### config.mk
export PLATFORM = sky130hd
export DESIGN_NAME = stlb_top
export DESIGN_NICKNAME = d
export VERILOG_FILES = /design/src/rtl/stlb_pkg.sv /design/src/rtl/stlb_store.sv /design/src/rtl/stlb_match.sv /design/src/rtl/stlb_stats.sv /design/src/rtl/stlb_top.sv
export SDC_FILE = /design/constraint.sdc
export NUM_CORES = 2
export LEC_CHECK = 0
export BUFFER_PORTS_ARGS = -buffer_cell sky130_fd_sc_hd__buf_2
export CORE_MARGIN = 2
export CORE_UTILIZATION = 45
export CTS_CLUSTER_SIZE = 25
export DETAILED_ROUTE_END_ITERATION = 6
export PLACE_DENSITY = 0.72
export SETUP_SLACK_MARGIN = 0.3
export SKIP_LAST_GASP = 1
export SYNTH_ARGS = -nofsm -noshare
export SYNTH_HDL_FRONTEND = slang
export SYNTH_SLANG_ARGS = --single-unit
### constraint.sdc
create_clock -name clk -period 94.8 [get_ports clk]
set_input_delay 18.96 -clock clk [delete_from_list [all_inputs] [get_ports clk]]
set_output_delay 18.96 -clock clk [all_outputs]
set_load 0.005 [all_outputs]
### src/rtl/stlb_pkg.sv
`timescale 1ns/1ps
package stlb_pkg;
  // Bit offset of the page number inside the tag and mask readout words.
  localparam int TAG_SHIFT = 11;

  typedef enum logic {
    SRC_INDEX   = 1'b0,
    SRC_POINTER = 1'b1
  } rd_src_e;
endpackage

### src/rtl/stlb_store.sv
`timescale 1ns/1ps
module stlb_store #(
  parameter int ENTRIES = 8,
  parameter int VPN_W   = 19,
  parameter int ASID_W  = 8,
  parameter int HALF_W  = 29,
  parameter int WIDX_W  = 4
) (
  input  logic              clk,
  input  logic              rst_n,
  input  logic              flush,
  input  logic              wr_en,
  input  logic [WIDX_W-1:0] wr_idx,
  input  logic [VPN_W-1:0]  wr_mask,
  input  logic [VPN_W-1:0]  wr_vpn,
  input  logic [ASID_W-1:0] wr_asid,
  input  logic              wr_g,
  input  logic [HALF_W-1:0] wr_even,
  input  logic [HALF_W-1:0] wr_odd,
  output logic [VPN_W-1:0]  e_mask [ENTRIES],
  output logic [VPN_W-1:0]  e_vpn  [ENTRIES],
  output logic [ASID_W-1:0] e_asid [ENTRIES],
  output logic [ENTRIES-1:0] e_g,
  output logic [HALF_W-1:0] e_even [ENTRIES],
  output logic [HALF_W-1:0] e_odd  [ENTRIES],
  output logic [ENTRIES-1:0] e_live
);
  // Slot layout, low to high: odd half, even half, global, asid, vpn, mask.
  localparam int ENT_W  = 2*VPN_W + ASID_W + 1 + 2*HALF_W;
  localparam int O_EVEN = HALF_W;
  localparam int O_G    = 2*HALF_W;
  localparam int O_ASID = O_G + 1;
  localparam int O_VPN  = O_ASID + ASID_W;
  localparam int O_MASK = O_VPN + VPN_W;

  logic [ENT_W-1:0] wr_word;
  assign wr_word = {wr_mask, wr_vpn, wr_asid, wr_g, wr_even, wr_odd};

  for (genvar i = 0; i < ENTRIES; i++) begin : g_slot
    logic [ENT_W-1:0] slot_q, slot_d;
    logic             sel, slot_en;

    assign sel     = wr_en && (wr_idx == WIDX_W'(i));
    assign slot_en = flush || sel;

    always_comb begin
      slot_d = slot_q;
      if (flush)    slot_d = '0;
      else if (sel) slot_d = wr_word;
    end

    always_ff @(posedge clk or negedge rst_n) begin
      if (!rst_n)       slot_q <= '0;
      else if (slot_en) slot_q <= slot_d;
    end

    assign e_odd[i]  = slot_q[HALF_W-1:0];
    assign e_even[i] = slot_q[O_EVEN +: HALF_W];
    assign e_g[i]    = slot_q[O_G];
    assign e_asid[i] = slot_q[O_ASID +: ASID_W];
    assign e_vpn[i]  = slot_q[O_VPN +: VPN_W];
    assign e_mask[i] = slot_q[O_MASK +: VPN_W];
    // Valid bits sit at bit 0 of each half.
    assign e_live[i] = slot_q[0] | slot_q[O_EVEN];
  end

  a_r11_flush_empties: assert property (@(posedge clk) disable iff (!rst_n)
    flush |=> (e_live == '0));

  a_r7_oob_write_ignored: assert property (@(posedge clk) disable iff (!rst_n)
    (wr_en && !flush && (wr_idx >= WIDX_W'(ENTRIES))) |=> $stable(e_live));
endmodule

### src/rtl/stlb_match.sv
`timescale 1ns/1ps
module stlb_match #(
  parameter int ENTRIES = 8,
  parameter int VPN_W   = 19,
  parameter int ASID_W  = 8,
  localparam int IDX_W  = $clog2(ENTRIES)
) (
  input  logic [VPN_W-1:0]   req_vpn,
  input  logic [ASID_W-1:0]  req_asid,
  input  logic [VPN_W-1:0]   e_mask [ENTRIES],
  input  logic [VPN_W-1:0]   e_vpn  [ENTRIES],
  input  logic [ASID_W-1:0]  e_asid [ENTRIES],
  input  logic [ENTRIES-1:0] e_g,
  input  logic [ENTRIES-1:0] e_live,
  output logic               hit,
  output logic [IDX_W-1:0]   idx
);
  logic [ENTRIES-1:0] m;

  for (genvar i = 0; i < ENTRIES; i++) begin : g_cmp
    logic page_eq, space_eq;
    assign page_eq  = (((req_vpn ^ e_vpn[i]) & ~e_mask[i]) == '0);
    assign space_eq = e_g[i] || (req_asid == e_asid[i]);
    assign m[i]     = e_live[i] && page_eq && space_eq;
  end

  // Lowest index wins: scan downward so the last assignment is the lowest.
  always_comb begin
    hit = |m;
    idx = '0;
    for (int k = ENTRIES - 1; k >= 0; k--) begin
      if (m[k]) idx = IDX_W'(k);
    end
  end
endmodule

### src/rtl/stlb_stats.sv
`timescale 1ns/1ps
module stlb_stats #(
  parameter int CNT_W = 16
) (
  input  logic             clk,
  input  logic             rst_n,
  input  logic             ev_valid,
  input  logic             ev_write,
  input  logic             ev_hit,
  output logic [CNT_W-1:0] rd_hit,
  output logic [CNT_W-1:0] rd_miss,
  output logic [CNT_W-1:0] rd_acc,
  output logic [CNT_W-1:0] wr_hit,
  output logic [CNT_W-1:0] wr_miss,
  output logic [CNT_W-1:0] wr_acc,
  output logic [CNT_W-1:0] tot_hit,
  output logic [CNT_W-1:0] tot_miss,
  output logic [CNT_W-1:0] tot_acc
);
  logic rd_ev, wr_ev;
  logic [CNT_W-1:0] rh_d, rm_d, ra_d, wh_d, wm_d, wa_d;

  assign rd_ev = ev_valid && !ev_write;
  assign wr_ev = ev_valid &&  ev_write;

  always_comb begin
    ra_d = rd_acc  + CNT_W'(1);
    rh_d = rd_hit  + CNT_W'(1);
    rm_d = rd_miss + CNT_W'(1);
    wa_d = wr_acc  + CNT_W'(1);
    wh_d = wr_hit  + CNT_W'(1);
    wm_d = wr_miss + CNT_W'(1);
  end

  always_ff @(posedge clk or negedge rst_n) begin
    if (!rst_n) begin
      rd_acc <= '0; rd_hit <= '0; rd_miss <= '0;
      wr_acc <= '0; wr_hit <= '0; wr_miss <= '0;
    end else begin
      if (rd_ev)            rd_acc  <= ra_d;
      if (rd_ev &&  ev_hit) rd_hit  <= rh_d;
      if (rd_ev && !ev_hit) rd_miss <= rm_d;
      if (wr_ev)            wr_acc  <= wa_d;
      if (wr_ev &&  ev_hit) wr_hit  <= wh_d;
      if (wr_ev && !ev_hit) wr_miss <= wm_d;
    end
  end

  assign tot_hit  = rd_hit  + wr_hit;
  assign tot_miss = rd_miss + wr_miss;
  assign tot_acc  = rd_acc  + wr_acc;

  a_r12_load_access_step: assert property (@(posedge clk) disable iff (!rst_n)
    rd_ev |=> (rd_acc == $past(rd_acc) + CNT_W'(1)));

  a_r12_store_hit_step: assert property (@(posedge clk) disable iff (!rst_n)
    (wr_ev && ev_hit) |=> (wr_hit == $past(wr_hit) + CNT_W'(1)));

  a_r12_idle_total_stable: assert property (@(posedge clk) disable iff (!rst_n)
    !ev_valid |=> $stable(tot_acc));
endmodule

### src/rtl/stlb_top.sv
`timescale 1ns/1ps
module stlb_top #(
  parameter int ENTRIES = 8,
  parameter int VA_W    = 32,
  parameter int VPN_W   = 19,
  parameter int ASID_W  = 8,
  parameter int PFN_W   = 24,
  parameter int CA_W    = 3,
  parameter int WIDX_W  = 4,
  parameter int CNT_W   = 16,
  parameter logic [VA_W-1:0] UC_PATTERN = 32'hA000_0000,
  localparam int IDX_W   = $clog2(ENTRIES),
  localparam int HALF_W  = PFN_W + CA_W + 2,
  localparam int FRAME_W = HALF_W + 1,
  localparam int TAG_W   = VPN_W + stlb_pkg::TAG_SHIFT
) (
  input  logic               clk,
  input  logic               rst_n,
  input  logic               lk_req,
  input  logic               lk_wr,
  input  logic [VA_W-1:0]    lk_va,
  input  logic [ASID_W-1:0]  lk_asid,
  output logic               lk_hit,
  output logic               lk_miss,
  output logic [IDX_W-1:0]   lk_idx,
  output logic [FRAME_W-1:0] lk_even,
  output logic [FRAME_W-1:0] lk_odd,
  output logic               lk_uncached,
  input  logic               pr_req,
  input  logic [VPN_W-1:0]   pr_vpn,
  input  logic [ASID_W-1:0]  pr_asid,
  output logic               pr_done,
  output logic               pr_hit,
  output logic [IDX_W:0]     pr_idx,
  input  logic               wr_en,
  input  logic [WIDX_W-1:0]  wr_idx,
  input  logic [VPN_W-1:0]   wr_mask,
  input  logic [VPN_W-1:0]   wr_vpn,
  input  logic [ASID_W-1:0]  wr_asid,
  input  logic               wr_g,
  input  logic [PFN_W-1:0]   wr_pfn0,
  input  logic [CA_W-1:0]    wr_ca0,
  input  logic               wr_d0,
  input  logic               wr_v0,
  input  logic [PFN_W-1:0]   wr_pfn1,
  input  logic [CA_W-1:0]    wr_ca1,
  input  logic               wr_d1,
  input  logic               wr_v1,
  input  logic               rd_en,
  input  logic               rd_from_ptr,
  input  logic               rd_advance,
  input  logic [IDX_W-1:0]   rd_idx,
  output logic               rd_valid,
  output logic [TAG_W-1:0]   rd_mask_word,
  output logic [TAG_W-1:0]   rd_tag_word,
  output logic [FRAME_W-1:0] rd_even,
  output logic [FRAME_W-1:0] rd_odd,
  input  logic               flush,
  output logic [IDX_W-1:0]   repl_ptr,
  output logic [CNT_W-1:0]   cnt_rd_hit,
  output logic [CNT_W-1:0]   cnt_rd_miss,
  output logic [CNT_W-1:0]   cnt_rd_acc,
  output logic [CNT_W-1:0]   cnt_wr_hit,
  output logic [CNT_W-1:0]   cnt_wr_miss,
  output logic [CNT_W-1:0]   cnt_wr_acc,
  output logic [CNT_W-1:0]   cnt_hit,
  output logic [CNT_W-1:0]   cnt_miss,
  output logic [CNT_W-1:0]   cnt_acc
);
  import stlb_pkg::*;

  // Reset: asserted asynchronously, released on the second clock edge.
  logic rs_meta, rst_i;
  always_ff @(posedge clk or negedge rst_n) begin
    if (!rst_n) begin
      rs_meta <= 1'b0;
      rst_i   <= 1'b0;
    end else begin
      rs_meta <= 1'b1;
      rst_i   <= rs_meta;
    end
  end

  // Table storage.
  logic [VPN_W-1:0]   e_mask [ENTRIES];
  logic [VPN_W-1:0]   e_vpn  [ENTRIES];
  logic [ASID_W-1:0]  e_asid [ENTRIES];
  logic [ENTRIES-1:0] e_g, e_live;
  logic [HALF_W-1:0]  e_even [ENTRIES];
  logic [HALF_W-1:0]  e_odd  [ENTRIES];

  stlb_store #(
    .ENTRIES(ENTRIES), .VPN_W(VPN_W), .ASID_W(ASID_W),
    .HALF_W(HALF_W), .WIDX_W(WIDX_W)
  ) u_store (
    .clk(clk), .rst_n(rst_i), .flush(flush),
    .wr_en(wr_en), .wr_idx(wr_idx), .wr_mask(wr_mask), .wr_vpn(wr_vpn),
    .wr_asid(wr_asid), .wr_g(wr_g),
    .wr_even({wr_pfn0, wr_ca0, wr_d0, wr_v0}),
    .wr_odd ({wr_pfn1, wr_ca1, wr_d1, wr_v1}),
    .e_mask(e_mask), .e_vpn(e_vpn), .e_asid(e_asid), .e_g(e_g),
    .e_even(e_even), .e_odd(e_odd), .e_live(e_live)
  );

  // Two comparator banks: translation lookup and probe.
  logic             lk_m_hit, pr_m_hit;
  logic [IDX_W-1:0] lk_m_idx, pr_m_idx;

  stlb_match #(.ENTRIES(ENTRIES), .VPN_W(VPN_W), .ASID_W(ASID_W)) u_lk_match (
    .req_vpn(lk_va[VA_W-1 -: VPN_W]), .req_asid(lk_asid),
    .e_mask(e_mask), .e_vpn(e_vpn), .e_asid(e_asid), .e_g(e_g), .e_live(e_live),
    .hit(lk_m_hit), .idx(lk_m_idx)
  );

  stlb_match #(.ENTRIES(ENTRIES), .VPN_W(VPN_W), .ASID_W(ASID_W)) u_pr_match (
    .req_vpn(pr_vpn), .req_asid(pr_asid),
    .e_mask(e_mask), .e_vpn(e_vpn), .e_asid(e_asid), .e_g(e_g), .e_live(e_live),
    .hit(pr_m_hit), .idx(pr_m_idx)
  );

  stlb_stats #(.CNT_W(CNT_W)) u_stats (
    .clk(clk), .rst_n(rst_i),
    .ev_valid(lk_req), .ev_write(lk_wr), .ev_hit(lk_m_hit),
    .rd_hit(cnt_rd_hit), .rd_miss(cnt_rd_miss), .rd_acc(cnt_rd_acc),
    .wr_hit(cnt_wr_hit), .wr_miss(cnt_wr_miss), .wr_acc(cnt_wr_acc),
    .tot_hit(cnt_hit), .tot_miss(cnt_miss), .tot_acc(cnt_acc)
  );

  // Lookup result next state.
  logic               lk_hit_d, lk_miss_d, lk_uc_d;
  logic [IDX_W-1:0]   lk_idx_d;
  logic [FRAME_W-1:0] lk_even_d, lk_odd_d;

  always_comb begin
    lk_hit_d  = lk_req &&  lk_m_hit;
    lk_miss_d = lk_req && !lk_m_hit;
    lk_uc_d   = lk_req && ((lk_va & UC_PATTERN) == UC_PATTERN);
    lk_idx_d  = lk_m_hit ? lk_m_idx : '0;
    lk_even_d = lk_m_hit ? {e_even[lk_m_idx], e_g[lk_m_idx]} : '0;
    lk_odd_d  = lk_m_hit ? {e_odd[lk_m_idx],  e_g[lk_m_idx]} : '0;
  end

  // Probe result next state.
  logic           pr_hit_d;
  logic [IDX_W:0] pr_idx_d;

  always_comb begin
    pr_hit_d = pr_req && pr_m_hit;
    pr_idx_d = pr_m_hit ? {1'b0, pr_m_idx} : '1;
  end

  // Slot readout and replacement pointer.
  rd_src_e            rd_src;
  logic [IDX_W-1:0]   rd_sel, ptr_d;
  logic               ptr_step, ptr_en;
  logic [TAG_W-1:0]   rd_mask_d, rd_tag_d;
  logic [FRAME_W-1:0] rd_even_d, rd_odd_d;

  always_comb begin
    rd_src    = rd_src_e'(rd_from_ptr);
    rd_sel    = (rd_src == SRC_POINTER) ? repl_ptr : rd_idx;
    rd_mask_d = {e_mask[rd_sel], {TAG_SHIFT{1'b0}}};
    rd_tag_d  = {e_vpn[rd_sel], {TAG_SHIFT{1'b0}}} | TAG_W'(e_asid[rd_sel]);
    rd_even_d = {e_even[rd_sel], e_g[rd_sel]};
    rd_odd_d  = {e_odd[rd_sel],  e_g[rd_sel]};
    ptr_step  = rd_en && (rd_src == SRC_POINTER) && rd_advance;
    ptr_en    = flush || ptr_step;
    if (flush)                               ptr_d = '0;
    else if (repl_ptr == IDX_W'(ENTRIES-1))  ptr_d = '0;
    else                                     ptr_d = repl_ptr + IDX_W'(1);
  end

  always_ff @(posedge clk or negedge rst_i) begin
    if (!rst_i) begin
      lk_hit <= 1'b0; lk_miss <= 1'b0; lk_uncached <= 1'b0;
      lk_idx <= '0;   lk_even <= '0;   lk_odd <= '0;
      pr_done <= 1'b0; pr_hit <= 1'b0; pr_idx <= '0;
      rd_valid <= 1'b0; rd_mask_word <= '0; rd_tag_word <= '0;
      rd_even <= '0;    rd_odd <= '0;
      repl_ptr <= '0;
    end else begin
      lk_hit      <= lk_hit_d;
      lk_miss     <= lk_miss_d;
      lk_uncached <= lk_uc_d;
      if (lk_req) begin
        lk_idx  <= lk_idx_d;
        lk_even <= lk_even_d;
        lk_odd  <= lk_odd_d;
      end
      pr_done <= pr_req;
      pr_hit  <= pr_hit_d;
      if (pr_req) pr_idx <= pr_idx_d;
      rd_valid <= rd_en;
      if (rd_en) begin
        rd_mask_word <= rd_mask_d;
        rd_tag_word  <= rd_tag_d;
        rd_even      <= rd_even_d;
        rd_odd       <= rd_odd_d;
      end
      if (ptr_en) repl_ptr <= ptr_d;
    end
  end

  a_r5_one_outcome: assert property (@(posedge clk) disable iff (!rst_i)
    lk_req |=> (lk_hit ^ lk_miss));

  a_r5_no_spurious: assert property (@(posedge clk) disable iff (!rst_i)
    !lk_req |=> (!lk_hit && !lk_miss));

  a_r6_miss_code: assert property (@(posedge clk) disable iff (!rst_i)
    (pr_done && !pr_hit) |-> (&pr_idx));

  a_r9_flag_needs_request: assert property (@(posedge clk) disable iff (!rst_i)
    lk_uncached |-> $past(lk_req));

  a_r10_pointer_wraps: assert property (@(posedge clk) disable iff (!rst_i)
    (ptr_step && !flush && (repl_ptr == IDX_W'(ENTRIES-1))) |=> (repl_ptr == '0));

  a_r10_pointer_holds: assert property (@(posedge clk) disable iff (!rst_i)
    (!flush && !(rd_en && rd_from_ptr && rd_advance)) |=> $stable(repl_ptr));

  a_r11_flush_pointer: assert property (@(posedge clk) disable iff (!rst_i)
    flush |=> (repl_ptr == '0));
endmodule

==> flow_metrics.py <==
metrics = {
    "status": {
        "status": "finished clean",
    },
    "logic_synthesis": {
        "ys.flop_type": "dfrtp_1",
        "synth_cells": 6785,
        "synth_edf_count": 0,
        "ys_warn_count": 0,
        "ys_types": 74,
        "avgSynthCellArea_um2": 9.16,
        "syn_area_mm2": 0.0621,
        "synthArstFlopShare_pct": 100,
        "ys_seq_area_share_pct": 45.0,
        "synth_seq_cells": 1118,
    },
    "sta": {
        "worst_pin_slew_ns": 1.35,
        "setup_viol": 0,
        "fin_skew_ns": 0.0583,
        "relSlewSlack_pct": 9.69,
        "tns_ns": 0,
        "grt_setup_unrepaired": "false",
        "min_period_over_period_pct": 25.7,
        "report.final.slew_viol_count": 0,
        "setup_slack_ns": 70.48,
        "fmax_mhz": 41.1,
        "hold_ws_ns": 0.349,
        "fin_crit_ns": 24.32,
        "hold_viol": 0,
    },
    "place": {
        "gp_congestion": 1.03,
        "hpwl_mm": 153,
        "dp.cells": 8546,
        "pre_cts_slack_ns": 70.03,
        "portBuffers": 501,
    },
    "global_routing": {
        "overflow": 0,
        "grt_pass1_vias": 53279,
        "grt_pass1_wl_mm": 357,
        "grt_max_degree": 228,
        "grt_usage_pct": 34.0,
        "antenna_found_initial": 57,
    },
    "finish": {
        "fillers": 12471,
        "layout-drive-gt1-share_pct": 15.4,
        "layout.nets": 7120,
        "instances_no_fill": 8794,
        "syn_to_final_growth_pct": 11.2,
    },
    "floorplanning": {
        "dieHeight_um": 376,
        "die_area_mm2": 0.141,
        "die_w_um": 376,
        "initial_core_util_pct": 45.2,
        "io-pin-count": 529,
        "std_cell_rows": 136,
        "coreArea_mm2": 0.137,
    },
    "run": {
        "maxCapViolations": 0,
    },
    "routing": {
        "drtIter0Drc": 7634,
        "drcViolationCount": 0,
        "routed_wl_mm": 244,
        "dr.pass1.iters": 6,
        "via_per_inst": 6.24,
        "vias": 54876,
        "wire_per_inst_um": 27.8,
        "ant_nets": 0,
    },
    "cts": {
        "htreeDepth": 3,
        "root_buffer": "clkbuf_16",
        "clkLatencyLatePin_ns": 0.79,
        "clock_sinks": 1118,
        "cts_tree": "done",
        "cts.repair.resized": 0,
        "cts_setup_buffers": 0,
        "cts_buffer_depth": 3,
        "cts_hold_buf": 0,
        "cts_buffers": 121,
        "clkTransAtPathRegs_ns": 0.06,
    },
    "pwr": {
        "seq_power_share_pct": 44.3,
        "combPwrFrac_pct": 11.7,
        "p_sw_share_pct": 27.6,
        "clkPwrFrac_pct": 43.9,
        "total_power_mw": 1.14,
        "leakage_nw": 28.5,
        "peakVddDrop_mv": 0.0170,
        "p_int_uw": 828,
        "p_sw_uw": 316,
        "power_density_mw_per_mm2": 16.6,
    },
    "setup_path": {
        "worstPathRequired_ns": 95.44,
        "worstPathMaxFanout": 64,
        "critPathKind": "in2reg",
        "cp-start-kind": "input pin",
        "cp.arrival_ns": 24.97,
        "endpoint_kind": "flip-flop",
    },
    "min_path": {
        "hp-class": "reg2reg",
    },
}
-- sequential cells by signal, indices dropped and copies added, names as in the netlist, 4 cells and up --
register	cells
u_store.g_slot.slot_q	840
pr_idx	4
rd_even	30
lk_odd	29
rd_odd	29
lk_even	30
u_stats.wr_miss	16
u_stats.rd_hit	16
u_stats.rd_miss	16
u_stats.wr_hit	16
rd_tag_word	27
u_stats.wr_acc	16
u_stats.rd_acc	16
rd_mask_word	19
-- synth_stat cells, drive strengths merged, types with 36 or more instances --
library cell	number	area (um2)
mux2i	156	1560
nand3	68	340
mux2	44	495
xor2	45	394
o211ai	42	315
o22ai	164	1030
o31ai	40	300
xnor2	513	4490
mux4	210	4730
a31oi	43	269
nand4	53	332
ha	53	663
inv	79	297
or3	82	513
a21oi	986	4930
o311ai	36	315
dfrtp	1118	28000
nand2b	43	277
o21ai	80	404
clkbuf	374	1400
buf	252	1540
nand2	1824	6850
nor2	256	963
-- cell families (layout without fill, tap and decap cells) --
kind of cell / count (synthesis) / in the layout / share of synthesized area, %
buffers and inverters: 705 / 878 / 5.22
AND/OR/NAND/NOR: 2453 / 2453 / 16.3
adder cells (fa/ha/maj): 56 / 56 / 1.16
multiplexers: 410 / 410 / 10.9
XOR/XNOR: 558 / 558 / 7.87
other: 2 / 44 / 0.0121
AO/OA/AOI/OAI: 1483 / 1483 / 13.5
flip-flops: 1118 / 1118 / 45.0
-- final timing paths --
path                       cells past startpoint  slack (ns)                          from     endpoint
min                                            0        0.35                       rs_meta        rst_i
max in group asynchronous                      1       76.71                         rst_n        rst_i
max                                           13       70.48                     lk_va[27]   lk_odd[18]
min reg2reg                                    0        0.35                       rs_meta        rst_i
min in group asynchronous                      0        0.36                         rst_i  rd_even[10]
max reg2reg                                   12       88.43  u_store.g_slot[5].slot_q[81]   lk_odd[18]
-- layout by cell type, fill, tap and decap left out, types with 82 or more instances in the layout --
cell	instances
buf_2	499
clkbuf_16	121
mux4_2	210
mux2i_1	153
a21oi_1	985
xnor2_1	513
nor2_1	253
nand2_1	1821
dfrtp_1	1117
or3_1	82
o22ai_1	163
-- critical path, cell delays in order --
cell      delay (ns)
buf_2           0.32
xnor2_1         0.24
o22ai_1         0.17
nor4_1          0.81
o21ai_1         0.31
or2_2           0.37
a211oi_2        0.65
nand2b_4        0.56
buf_4           0.86
buf_4           0.80
mux2i_1         0.31
o22ai_1         0.10
o32a_1          0.35
-- metrics by stage --
step | util, % | area [um2]
6_report | 50.3 | 69100
5_1_grt | 50.3 | 69100
4_1_cts | 50.3 | 69000
3_5_place_dp | 47.2 | 64900
3_3_place_gp | 47.2 | 64900
2_1_floorplan | - | 62200
-- final cells by class --
type / instances / area [um2] / share of cell area [%]
Sequential cell: 1118 / 28000 / 40.5
Clock inverter: 48 / 701 / 1.01
Clock buffer: 171 / 3470 / 5.01
Multi-Input combinational cell: 4975 / 31100 / 45.1
Timing Repair Buffer: 580 / 3210 / 4.64
Tap cell: 1794 / 2240 / 3.25
Inverter: 79 / 297 / 0.429
Antenna cell: 29 / 72.6 / 0.105
-- power groups by stage --
stage	Combinational (mW)	Sequential (mW)	Clock [mW]
final	0.134	0.507	0.503
after global routing	0.144	0.509	0.527
after CTS	0.133	0.507	0.506
after detailed placement	0.132	0.516	0
after global placement	0.130	0.515	0
after floorplan	0.0780	0.518	0
-- routing by layer --
metal / global-route usage [%] / part of all wire, % / vias up / wire [um]
met3: 10.9 / 14 / 671 / 33500
met2: 50.0 / 43 / 3797 / 105000
met1: 45.2 / 38 / 26965 / 92200
met5: 0 / 0.12 / - / 286
met4: 17.0 / 5.1 / 38 / 12600
li1: - / - / 23405 / -
(Power assumes the default switching activity.)
